$ cat src/rtl/ucode_loader_pkg.sv
package ucode_loader_pkg;

    localparam int WORD_W = 32;

    typedef enum logic [2:0] {
        ST_IDLE,
        ST_READ_HDR,
        ST_COPY,
        ST_COMPARE,
        ST_ACTIVATE,
        ST_CLEAR,
        ST_DONE
    } ldr_state_e;

    typedef struct packed {
        logic [WORD_W-1:0] n_words;
        logic [WORD_W-1:0] exp_sum;
    } patch_hdr_t;

    function automatic logic [WORD_W-1:0] csum_step(input logic [WORD_W-1:0] acc,
                                                    input logic [WORD_W-1:0] word);
        return acc + word;
    endfunction

endpackage

$ cat src/rtl/ucode_csum_acc.sv
module ucode_csum_acc
    import ucode_loader_pkg::*;
(
    input  logic              clk,
    input  logic              rst,
    input  logic              clr,
    input  logic              add_en,
    input  logic [WORD_W-1:0] word,
    output logic [WORD_W-1:0] sum
);
    always_ff @(posedge clk) begin
        if (rst || clr) begin
            sum <= '0;
        end else if (add_en) begin
            sum <= csum_step(sum, word);
        end
    end
endmodule

$ cat src/rtl/ucode_clear_seq.sv
module ucode_clear_seq #(
    parameter int DEPTH = 16,
    parameter int AW    = 4
) (
    input  logic          clk,
    input  logic          rst,
    input  logic          run,
    output logic [AW-1:0] addr,
    output logic          last
);
    localparam logic [AW-1:0] TOP = AW'(DEPTH - 1);

    assign last = (addr == TOP);

    always_ff @(posedge clk) begin
        if (rst || !run) begin
            addr <= '0;
        end else if (!last) begin
            addr <= addr + AW'(1);
        end
    end
endmodule

$ cat src/rtl/ucode_store_port.sv
module ucode_store_port #(
    parameter int AW = 4,
    parameter int DW = 32
) (
    input  logic          copy_en,
    input  logic [AW-1:0] copy_addr,
    input  logic [DW-1:0] copy_data,
    input  logic          wipe_en,
    input  logic [AW-1:0] wipe_addr,
    output logic          we,
    output logic [AW-1:0] addr,
    output logic [DW-1:0] wdata
);
    always_comb begin
        we    = copy_en | wipe_en;
        addr  = wipe_en ? wipe_addr : copy_addr;
        wdata = wipe_en ? '0 : copy_data;
    end
endmodule

$ cat src/rtl/ucode_patch_loader.sv
module ucode_patch_loader
    import ucode_loader_pkg::*;
#(
    parameter  int DEPTH  = 16,
    parameter  int SRC_AW = 12,
    localparam int CS_AW  = (DEPTH > 1) ? $clog2(DEPTH) : 1
) (
    input  logic              clk,
    input  logic              rst,
    input  logic              start,
    output logic              src_req,
    output logic [SRC_AW-1:0] src_addr,
    input  logic              src_valid,
    input  logic [WORD_W-1:0] src_data,
    output logic              cs_we,
    output logic [CS_AW-1:0]  cs_addr,
    output logic [WORD_W-1:0] cs_wdata,
    output logic              activate,
    output logic              fail
);
    localparam logic [WORD_W-1:0] DEPTH_W = WORD_W'(DEPTH);

    ldr_state_e        state;
    patch_hdr_t        hdr;
    logic [SRC_AW-1:0] rd_ptr;
    logic [CS_AW:0]    wr_ptr;
    logic              req_q, act_q, fail_q;
    logic              rd_fire, copy_fire, copy_last, csum_ok;
    logic [WORD_W-1:0] csum;
    logic [CS_AW-1:0]  clr_addr;
    logic              clr_last, clr_run;

    assign rd_fire   = req_q && src_valid;
    assign copy_fire = (state == ST_COPY) && rd_fire;
    assign copy_last = (WORD_W'(wr_ptr) == hdr.n_words - WORD_W'(1));
    assign csum_ok   = (csum == hdr.exp_sum);
    assign clr_run   = (state == ST_CLEAR);

    assign src_req  = req_q;
    assign src_addr = rd_ptr;
    assign activate = act_q;
    assign fail     = fail_q;

    ucode_csum_acc u_csum (
        .clk    (clk),
        .rst    (rst),
        .clr    (state == ST_IDLE),
        .add_en (copy_fire),
        .word   (src_data),
        .sum    (csum)
    );

    ucode_clear_seq #(.DEPTH(DEPTH), .AW(CS_AW)) u_clear (
        .clk  (clk),
        .rst  (rst),
        .run  (clr_run),
        .addr (clr_addr),
        .last (clr_last)
    );

    ucode_store_port #(.AW(CS_AW), .DW(WORD_W)) u_port (
        .copy_en   (copy_fire),
        .copy_addr (wr_ptr[CS_AW-1:0]),
        .copy_data (src_data),
        .wipe_en   (clr_run),
        .wipe_addr (clr_addr),
        .we        (cs_we),
        .addr      (cs_addr),
        .wdata     (cs_wdata)
    );

    always_ff @(posedge clk) begin
        if (rst) begin
            state  <= ST_IDLE;
            hdr    <= '0;
            rd_ptr <= '0;
            wr_ptr <= '0;
            req_q  <= 1'b0;
            act_q  <= 1'b0;
            fail_q <= 1'b0;
        end else begin
            unique case (state)
                ST_IDLE: begin
                    if (start) begin
                        state  <= ST_READ_HDR;
                        rd_ptr <= '0;
                        wr_ptr <= '0;
                        req_q  <= 1'b1;
                    end
                end
                ST_READ_HDR: begin
                    if (rd_fire) begin
                        rd_ptr <= rd_ptr + SRC_AW'(1);
                        if (rd_ptr == '0) begin
                            hdr.n_words <= src_data;
                        end else begin
                            hdr.exp_sum <= src_data;
                            if (hdr.n_words == '0) begin
                                req_q <= 1'b0;
                                state <= ST_COMPARE;
                            end else if (hdr.n_words > DEPTH_W) begin
                                req_q <= 1'b0;
                                state <= ST_CLEAR;
                            end else begin
                                state <= ST_COPY;
                            end
                        end
                    end
                end
                ST_COPY: begin
                    if (rd_fire) begin
                        rd_ptr <= rd_ptr + SRC_AW'(1);
                        wr_ptr <= wr_ptr + (CS_AW+1)'(1);
                        if (copy_last) begin
                            req_q <= 1'b0;
                            state <= ST_COMPARE;
                        end
                    end
                end
                ST_COMPARE:  state <= csum_ok ? ST_ACTIVATE : ST_CLEAR;
                ST_ACTIVATE: begin
                    act_q <= 1'b1;
                    state <= ST_DONE;
                end
                ST_CLEAR: begin
                    if (clr_last) begin
                        fail_q <= 1'b1;
                        state  <= ST_DONE;
                    end
                end
                ST_DONE: state <= ST_DONE;
                default: state <= ST_IDLE;
            endcase
        end
    end

    AST_ADDR_HELD: assert property (@(posedge clk) disable iff (rst)
        (src_req && !src_valid) |=> (src_req && $stable(src_addr)));
    AST_COPY_ON_BEAT: assert property (@(posedge clk) disable iff (rst)
        (cs_we && state == ST_COPY) |-> (src_valid && src_req));
    AST_ACT_HOLD: assert property (@(posedge clk) disable iff (rst)
        activate |=> activate);
    AST_OUTCOME_EXCL: assert property (@(posedge clk) disable iff (rst)
        !(activate && fail));
    AST_MISMATCH_CLEARS: assert property (@(posedge clk) disable iff (rst)
        (state == ST_COMPARE && csum != hdr.exp_sum) |=> (state == ST_CLEAR && !activate));
    AST_CLEAR_ZERO: assert property (@(posedge clk) disable iff (rst)
        (state == ST_CLEAR) |-> (cs_we && cs_wdata == '0 && !src_req));
    AST_FAIL_HOLD: assert property (@(posedge clk) disable iff (rst)
        fail |=> (fail && !activate));
    AST_IDLE_QUIET: assert property (@(posedge clk) disable iff (rst)
        (state == ST_IDLE) |-> (!src_req && !cs_we));
    AST_NO_LATE_WRITE: assert property (@(posedge clk) disable iff (rst)
        (activate || fail) |-> (!cs_we && !src_req));
endmodule

$ cat config.mk
export PLATFORM = sky130hd
export DESIGN_NAME = ucode_patch_loader
export DESIGN_NICKNAME = d
export VERILOG_FILES = /design/src/rtl/ucode_loader_pkg.sv /design/src/rtl/ucode_csum_acc.sv /design/src/rtl/ucode_clear_seq.sv /design/src/rtl/ucode_store_port.sv /design/src/rtl/ucode_patch_loader.sv
export SDC_FILE = /design/constraint.sdc
export NUM_CORES = 1
export LEC_CHECK = 0
export BUFFER_PORTS_ARGS = -buffer_cell sky130_fd_sc_hd__buf_4
export CORE_MARGIN = 2
export CORE_UTILIZATION = 64
export CTS_CLUSTER_DIAMETER = 30
export DETAILED_ROUTE_END_ITERATION = 8
export PLACE_DENSITY = 0.86
export SYNTH_ARGS = -nofsm -noshare
export SYNTH_HDL_FRONTEND = slang
export SYNTH_HIERARCHICAL = 1
export SYNTH_SLANG_ARGS = --single-unit
$ cat constraint.sdc
create_clock -name clk -period 6.4 [get_ports clk]
set_input_delay 0 -clock clk [delete_from_list [all_inputs] [get_ports clk]]
set_output_delay 0 -clock clk [all_outputs]
set_load 0.005 [all_outputs]
==> out/summary.json, run 1 <==
{
  "outcome": "finished, final reports clean",
  "ir_drop_uv": 245,
  "timing.critical_path.cells": "nand2_1 > nor2_4 > buf_4 > inv_1 > nor4b_1 > o311ai_1 > o311ai_1 > mux2i_1",
  "cts_hold_repair.buffers": 32,
  "cp_common_cell": "sky130_fd_sc_hd__o311ai_1",
  "synth_sequential_area_ratio_pct": 31.8,
  "crit_path_slowest_cell": "sky130_fd_sc_hd__dfxtp_1",
  "synth-main-ff-cell": "sky130_fd_sc_hd__dfxtp_1",
  "yosys_warnings": 6,
  "postLayoutSetupSlackWorst_ns": 3.26,
  "clk-insertion-delay-late_ns": 0.43,
  "powerDensity_nw_per_um2": 260,
  "async_reset_ff_share_pct": 0,
  "critPathMaxStageDelay_ns": 0.67,
  "synth_top_cell_by_area": "sky130_fd_sc_hd__dfxtp_1",
  "die_w_microns": 114,
  "setup_repair_after_global_routing_missed_its_margin": "false",
  "synthDistinctLibCells": 73,
  "die_area_sq_um": 13000,
  "synth-seq-cells": 123,
  "grt-ovfl-total": 0,
  "skew_ns": 0.0103,
  "io_buf_count": 87,
  "layout_worst_path_cycle_share_pct": 49.0,
  "postSynthNetCount": 1066,
  "drt-met1-wl_microns": 9360,
  "met3_length_microns": 1980,
  "vias": 7936,
  "core-area_sq_um": 11900,
  "worstRegToRegCells": 8,
  "detail_route.vias_per_cell": 6.36,
  "initial_utilization_pct": 65.0,
  "worst_setup_path_start_kind": "flip-flop",
  "synth-edff-count": 0,
  "syn_to_final_growth_pct": 21.0,
  "drt-initial-drc-count": 1038,
  "gp_routability_congestion": 0.965,
  "grt_max_degree": 82,
  "detailedRoute.firstPassIterationCount": 7,
  "finalSetupTns_ns": 0,
  "dp_slack_ns": 3.52,
  "total_track_usage_pct": 36.6,
  "clockRootBuffer": "sky130_fd_sc_hd__clkbuf_16",
  "wl_per_cell_microns": 19.0,
  "antenna_found_initial": 1,
  "synth.avg_cell_area_sq_um": 7.80,
  "met2RoutedLength_microns": 11400,
  "syn-cell-area_sq_um": 7740,
  "drcViolationCount": 0,
  "critical_path_capture_point": "u_csum/sum[31]",
  "finalWorstPathRequiredPeriod_ns": 3.14,
  "clkSinkCount": 123,
  "route.antenna.remaining_nets": 0,
  "netlist_top_cells_area": "sky130_fd_sc_hd__dfxtp_1, sky130_fd_sc_hd__nand2_1, sky130_fd_sc_hd__a21oi_1",
  "max-clock-path-buffers": 2,
  "regToRegStartpoint": "state[1]",
  "source_of_the_critical_timing_path": "state[1]",
  "cap_violations": 0,
  "most_used_cells_in_the_layout_excluding_fill_and_tap_cells": "sky130_fd_sc_hd__nand2_1, sky130_fd_sc_hd__dfxtp_1, sky130_fd_sc_hd__a21oi_1",
  "synth.top_cell.area_share_pct": 31.8,
  "fillerInstances": 821,
  "dr.max_layer_used": "met4",
  "post-dp-hpwl_microns": 15300,
  "critical_path.max_fanout": 41,
  "worst-setup-path-type": "reg2reg",
  "arrival_time_of_the_worst_setup_path_ns": 3.49,
  "r2r_setup_slack_ns": 3.26,
  "r2r_end": "u_csum/sum[31]",
  "end_kind": "flip-flop",
  "grt_pass1_vias": 7420,
  "max_slew.worst_pin.slew_ns": 1.22,
  "post_cts_resize_count": 0,
  "layout_commonest_cell": "sky130_fd_sc_hd__nand2_1",
  "postCtsSetupBuffers": 0,
  "fmax_ghz": 0.319,
  "cts_buffer_count": 17,
  "post_route_cells_drive_above_1_share_pct": 13.6,
  "synthCells": 993,
  "row_count": 40,
  "layout.nets": 1159,
  "cts_tree": "done",
  "cts_htree_levels": 4,
  "total_leakage_power_uw": 0.00369,
  "worst_setup_hold_path_clk_slew_ns": 0.05,
  "class_of_the_tightest_hold_or_removal_check": "in2reg",
  "setup_violations": 0,
  "hold_viol": 0,
  "timing_max_transition_violations_final": 0,
  "max-slew-margin-rel_pct": 18.4,
  "sequential_cell_area_sq_um": 2460,
  "die_height_microns": 114,
  "io_pins": 88,
  "routed_wl_microns": 23700,
  "multi_input_area_sq_um": 5010,
  "first_pass_grt_wire_length_microns": 37600,
  "cp_data_required_time_ns": 6.75
}
[worst min path at each step]
stage	startpoint	to	slack [ns]	depth (start not counted)
floorplan	src_data[0]	cs_wdata[0]	0.12	1
global placement	src_data[23]	hdr[23]	0.28	3
detailed placement	src_data[30]	hdr[30]	0.29	3
CTS	start	src_req	0.11	5
global route	start	src_req	0.16	5
finish	start	src_req	0.13	5
[cells by family (layout without fill, tap and decap cells)]
logic type	count (synthesis)	count (layout)	share of synthesized area [%]
mux	26	26	3.44
buf+inv	66	172	3.65
compound gates	222	222	18.0
fa+ha+maj	37	37	6.08
flops	123	123	31.8
xor+xnor	68	68	7.69
other cells	0	1	0
simple gates	451	451	29.3
[critical path: cells and delay by family (launching register included)]
family          cells  cell delay, ns
flops               1            0.67
compound gates      2            0.31
buf+inv             2            1.01
mux                 1            0.22
simple gates        3            0.82
[cells in the mapped netlist (all sizes together) (6+ instances only)]
library cell    n
a21o           14
nor2b          39
and4            6
and3           14
mux2i          21
buf            11
nor3           28
nand3b          7
nand2         168
nor2           73
nand4          23
o211ai          7
dfxtp         123
xor2           16
or3            10
o21ai          23
o21a            7
nor3b           6
and2            7
nand3          25
o31ai           6
a21oi         115
ha             36
inv            15
a31oi           6
nand2b         11
xnor2          52
nor4           14
clkbuf         40
[registers in the layout (all words and copies together) (netlist names)]
name          flops
src_req           1
wr_ptr            5
src_addr         12
u_csum/sum       32
fail              1
u_clear/addr      4
state             3
activate          1
hdr              64
[per-layer routing]
metal,vias to the layer above,track usage [%]
li1,3704,-
met1,3729,46.4
met2,408,60.9
met3,95,7.07
met4,0,16.1
met5,-,0
[stage by stage]
stage | power, uW | area [sq um] | hold WS, ns | utilization, % | std cells
final | 2430 | 9370 | 0.132 | 78.6 | 1247
after CTS | 2410 | 9360 | 0.111 | 78.6 | 1246
after floorplan | 1210 | 7740 | 0.117 | - | 993
after global routing | 2510 | 9370 | 0.159 | 78.6 | 1247
after detailed placement | 1370 | 8410 | 0.290 | 70.6 | 1182
after global placement | 1370 | 8410 | 0.282 | 70.6 | 1182
[report_power, final]
part	total, uW	switching [uW]	internal [uW]
Clock	1030	346	683
Combinational	558	332	226
Sequential	844	51.1	793
Total	2430	730	1700
[final cells by class]
type	count	area share, %
inverter	15	0.601
sequential	123	26.3
tap	147	1.96
antenna	1	0.0267
clock inverter	6	1.12
timing repair buffer	125	10.9
multi-input combinational	804	53.5
clock buffer	26	5.65
No activity file was read; power rests on OpenSTA's default activity.
==> run 2, diff against run 1 <==
- ABC_AREA: not set -> 1
- CORE_UTILIZATION: 64 -> 61
- PLACE_DENSITY: 0.86 -> 0.82
- clock period: 6.4 -> 3.04 ns (I/O delays scaled with it)
==> out/summary.json, run 2 <==
{
  "outcome": {"value": "finished, final reports clean", "change": "unchanged"},
  "synth-seq-cells": {"value": 123, "change": "unchanged"},
  "layout.nets": {"value": 1750, "change": "was 1159"},
  "netlist_top_cells_area": {"value": "sky130_fd_sc_hd__dfxtp_1, sky130_fd_sc_hd__nand2_1, sky130_fd_sc_hd__nor2_1", "change": "was sky130_fd_sc_hd__dfxtp_1, sky130_fd_sc_hd__nand2_1, sky130_fd_sc_hd__a21oi_1"},
  "route.antenna.remaining_nets": {"value": 0, "change": "unchanged"},
  "leading_cell_type_by_number_of_instances_after_synthesis": {"value": "sky130_fd_sc_hd__nand2_1", "change": "unchanged"},
  "clk-insertion-delay-late": {"value": 0.43, "unit": "ns", "change": "about the same"},
  "post-dp-hpwl": {"value": 20400, "unit": "microns", "change": "was 15300 microns"},
  "antenna_found_initial": {"value": 0, "change": "was 1"},
  "met3_length": {"value": 1880, "unit": "microns", "change": "was 1980 microns"},
  "skew": {"value": 0.0102, "unit": "ns", "change": "was 0.0103 ns"},
  "cts_htree_levels": {"value": 4, "change": "unchanged"},
  "setup_violations": {"value": 0, "change": "unchanged"},
  "synth.avg_cell_area": {"value": 5.91, "unit": "sq um", "change": "was 7.80 sq um"},
  "max_slew.worst_pin.slew": {"value": 0.920, "unit": "ns", "change": "was 1.22 ns"},
  "class_of_the_tightest_hold_or_removal_check": {"value": "in2reg", "change": "unchanged"},
  "postCtsSetupBuffers": {"value": 0, "change": "unchanged"},
  "postSynthNetCount": {"value": 1640, "change": "was 1066"},
  "io_buf_count": {"value": 87, "change": "unchanged"},
  "synth_commonest_cells": {"value": "sky130_fd_sc_hd__nand2_1, sky130_fd_sc_hd__nor2_1, sky130_fd_sc_hd__inv_1", "change": "was sky130_fd_sc_hd__nand2_1, sky130_fd_sc_hd__dfxtp_1, sky130_fd_sc_hd__a21oi_1"},
  "die_height": {"value": 127, "unit": "microns", "change": "was 114 microns"},
  "crit_path_slowest_cell": {"value": "sky130_fd_sc_hd__inv_2", "change": "was sky130_fd_sc_hd__dfxtp_1"},
  "yosys_warnings": {"value": 6, "change": "unchanged"},
  "synth_top_cell_by_area": {"value": "sky130_fd_sc_hd__dfxtp_1", "change": "unchanged"},
  "dp_slack": {"value": 0.612, "unit": "ns", "change": "was 3.52 ns"},
  "total_leakage_power": {"value": 0.00584, "unit": "uW", "change": "was 0.00369 uW"},
  "setup_repair_after_global_routing_missed_its_margin": {"value": "false", "change": "unchanged"},
  "synthDistinctLibCells": {"value": 40, "change": "was 73"},
  "routed_wl": {"value": 27900, "unit": "microns", "change": "was 23700 microns"},
  "initial_utilization": {"value": 61.6, "unit": "%", "change": "was 65.0%"},
  "regToRegStartpoint": {"value": "src_addr[0]", "change": "was state[1]"},
  "layout_worst_path_cycle_share": {"value": 82.2, "unit": "%", "change": "was 49.0%"},
  "fmax": {"value": 0.400, "unit": "GHz", "change": "was 0.319 GHz"},
  "hold_path_end": {"value": "src_addr[0]", "change": "was src_req"},
  "drt-initial-drc-count": {"value": 832, "change": "was 1038"},
  "synth_sequential_area_ratio": {"value": 26.6, "unit": "%", "change": "was 31.8%"},
  "gp_routability_congestion": {"value": 0.996, "change": "was 0.965"},
  "hold_ws": {"value": 0.122, "unit": "ns", "change": "was 0.132 ns"},
  "grt_pass1_vias": {"value": 9296, "change": "was 7420"},
  "clkSinkCount": {"value": 123, "change": "unchanged"},
  "worst-setup-path-type": {"value": "reg2reg", "change": "unchanged"},
  "io_pins": {"value": 88, "change": "unchanged"},
  "end_kind": {"value": "flip-flop", "change": "unchanged"},
  "drcViolationCount": {"value": 0, "change": "unchanged"},
  "layout.core_utilization": {"value": 72.6, "unit": "%", "change": "was 78.6%"},
  "cts_buffer_count": {"value": 17, "change": "unchanged"},
  "r2r_setup_slack": {"value": 0.54, "unit": "ns", "change": "was 3.26 ns"},
  "grt_max_degree": {"value": 63, "change": "was 82"},
  "min_path_cells": {"value": 5, "change": "unchanged"},
  "wl_per_cell": {"value": 14.9, "unit": "microns", "change": "was 19.0 microns"},
  "antenna_cells_inserted": {"value": 0, "change": "was 1"},
  "synth.top_cell.area_share": {"value": 26.6, "unit": "%", "change": "was 31.8%"},
  "post_cts_resize_count": {"value": 0, "change": "unchanged"},
  "core-area": {"value": 15000, "unit": "sq um", "change": "was 11900 sq um"},
  "finalWorstPathRequiredPeriod": {"value": 2.50, "unit": "ns", "change": "was 3.14 ns"},
  "synth-edff-count": {"value": 0, "change": "unchanged"},
  "row_count": {"value": 45, "change": "was 40"},
  "vias": {"value": 10000, "change": "was 7936"},
  "postLayoutSetupSlackWorst": {"value": 0.541, "unit": "ns", "change": "was 3.26 ns"},
  "met2RoutedLength": {"value": 13400, "unit": "microns", "change": "was 11400 microns"},
  "powerDensity": {"value": 549, "unit": "nW/um^2", "change": "was 260 nW/um^2"},
  "worstRegToRegCells": {"value": 8, "change": "unchanged"},
  "worstHoldStart": {"value": "src_valid", "change": "was start"},
  "synthCells": {"value": 1567, "change": "was 993"},
  "clockRootBuffer": {"value": "sky130_fd_sc_hd__clkbuf_16", "change": "unchanged"},
  "registers.top_by_ff_count": {"value": "hdr", "change": "unchanged"},
  "detail_route.vias_per_cell": {"value": 5.35, "change": "was 6.36"},
  "die_area": {"value": 16200, "unit": "sq um", "change": "was 13000 sq um"},
  "worst_setup_hold_path_clk_slew": {"value": 0.06, "unit": "ns", "change": "was 0.05 ns"},
  "ir_drop": {"value": 491, "unit": "uV", "change": "was 245 uV"},
  "worst_setup_path_start_kind": {"value": "flip-flop", "change": "unchanged"},
  "max-clock-path-buffers": {"value": 2, "change": "unchanged"},
  "r2r_end": {"value": "hdr[40]", "change": "was u_csum/sum[31]"},
  "timing_max_transition_violations_final": {"value": 0, "change": "unchanged"},
  "most_used_cells_in_the_layout_excluding_fill_and_tap_cells": {"value": "sky130_fd_sc_hd__nand2_1, sky130_fd_sc_hd__nor2_1, sky130_fd_sc_hd__inv_1", "change": "was sky130_fd_sc_hd__nand2_1, sky130_fd_sc_hd__dfxtp_1, sky130_fd_sc_hd__a21oi_1"},
  "critical_path.max_fanout": {"value": 62, "change": "was 41"},
  "fin_area": {"value": 10900, "unit": "sq um", "change": "was 9370 sq um"},
  "arrival_time_of_the_worst_setup_path": {"value": 2.76, "unit": "ns", "change": "was 3.49 ns"},
  "max-slew-margin-rel": {"value": 38.7, "unit": "%", "change": "was 18.4%"},
  "finalSetupTns": {"value": 0, "unit": "ns", "change": "unchanged"},
  "largest_register_ff_count": {"value": 64, "change": "unchanged"},
  "layout_commonest_cell": {"value": "sky130_fd_sc_hd__nand2_1", "change": "unchanged"},
  "syn-cell-area": {"value": 9260, "unit": "sq um", "change": "was 7740 sq um"},
  "detailedRoute.firstPassIterationCount": {"value": 5, "change": "was 7"},
  "drt-met1-wl": {"value": 11800, "unit": "microns", "change": "was 9360 microns"},
  "synth-main-ff-cell": {"value": "sky130_fd_sc_hd__dfxtp_1", "change": "unchanged"},
  "die_w": {"value": 127, "unit": "microns", "change": "was 114 microns"},
  "async_reset_ff_share": {"value": 0, "unit": "%", "change": "unchanged"},
  "hold_viol": {"value": 0, "change": "unchanged"},
  "total_track_usage": {"value": 34.8, "unit": "%", "change": "was 36.6%"},
  "first_pass_grt_wire_length": {"value": 45000, "unit": "microns", "change": "was 37600 microns"},
  "cp_data_required_time": {"value": 3.30, "unit": "ns", "change": "was 6.75 ns"},
  "placement.cell_area": {"value": 10000, "unit": "sq um", "change": "was 8410 sq um"},
  "dr.max_layer_used": {"value": "met4", "change": "unchanged"},
  "timing.critical_path.cells": {"value": "inv_1 > ha_1 > nand3_1 > or3_1 > nor3_2 > inv_2 > nor2_1 > a211oi_1", "change": "was nand2_1 > nor2_4 > buf_4 > inv_1 > nor4b_1 > o311ai_1 > o311ai_1 > mux2i_1"},
  "post_route_cells_drive_above_1_share": {"value": 11.4, "unit": "%", "change": "was 13.6%"},
  "critPathMaxStageDelay": {"value": 0.47, "unit": "ns", "change": "was 0.67 ns"},
  "cap_violations": {"value": 0, "change": "unchanged"},
  "syn_to_final_growth": {"value": 17.8, "unit": "%", "change": "was 21.0%"},
  "grt-ovfl-total": {"value": 0, "change": "unchanged"},
  "cts_tree": {"value": "done", "change": "unchanged"}
}
[run 2: area by class of cell]
type,count,area (sq um)
clock buffer,20,437
clock inverter,12,124
fill,1310,4120
inverter,279,1050
multi-input combinational,1129,5570
sequential,123,2460
tap,188,235
timing repair buffer,127,1040
[run 2: repair_timing]
item / 4_1_cts / 5_1_grt
hold buffers: 33 / 0
endpoints found under the hold margin: 65 / 0
endpoints found under the setup margin: 0 / 0
[run 2: cell families (layout without fill, tap and decap cells)]
group | after synthesis | count (layout) | share of synthesized area, %
simple gates | 887 | 887 | 40.6
buf+inv | 315 | 438 | 13.4
compound gates | 152 | 152 | 9.32
flops | 123 | 123 | 26.6
xor+xnor | 53 | 53 | 5.01
fa+ha+maj | 37 | 37 | 5.08
[run 2: worst max path at each step]
stage	start	slack [ns]	depth (start not counted)	end
CTS	src_addr[0]	0.60	8	hdr[54]
finish	src_addr[0]	0.54	8	hdr[40]
floorplan	hdr[32]	1.11	16	state[2]
global route	src_addr[0]	0.39	8	hdr[40]
detailed placement	src_addr[0]	0.61	8	hdr[40]
global placement	src_addr[0]	0.66	8	hdr[39]
[run 2: power breakdown]
| part | total [uW] | switching, uW | internal (uW) |
|---|---|---|---|
| clock | 2000 | 802 | 1200 |
| combinational | 2200 | 1420 | 784 |
| sequential | 1790 | 91.5 | 1700 |
| total | 5990 | 2310 | 3680 |
[run 2: critical path: cells and delay by family, from the launching register on]
kind                     cells  cell delay, ns
AO/OA/AOI/OAI                1            0.07
flip-flops                   1            0.34
buffers and inverters        2            0.57
adder cells (fa/ha/maj)      1            0.15
AND/OR/NAND/NOR              4            1.18
[run 2: per-stage QoR]
stage	instances	total power, uW
global placement	1813	3910
finish	1878	5990
detailed placement	1813	3930
CTS	1878	5940
global route	1878	6360
floorplan	1567	3370
[run 2: per-layer routing]
layer	up-vias	track usage, %
li1	5043	-
met1	4547	43.8
met2	384	59.7
met3	71	5.44
met4	0	14.1
met5	-	0
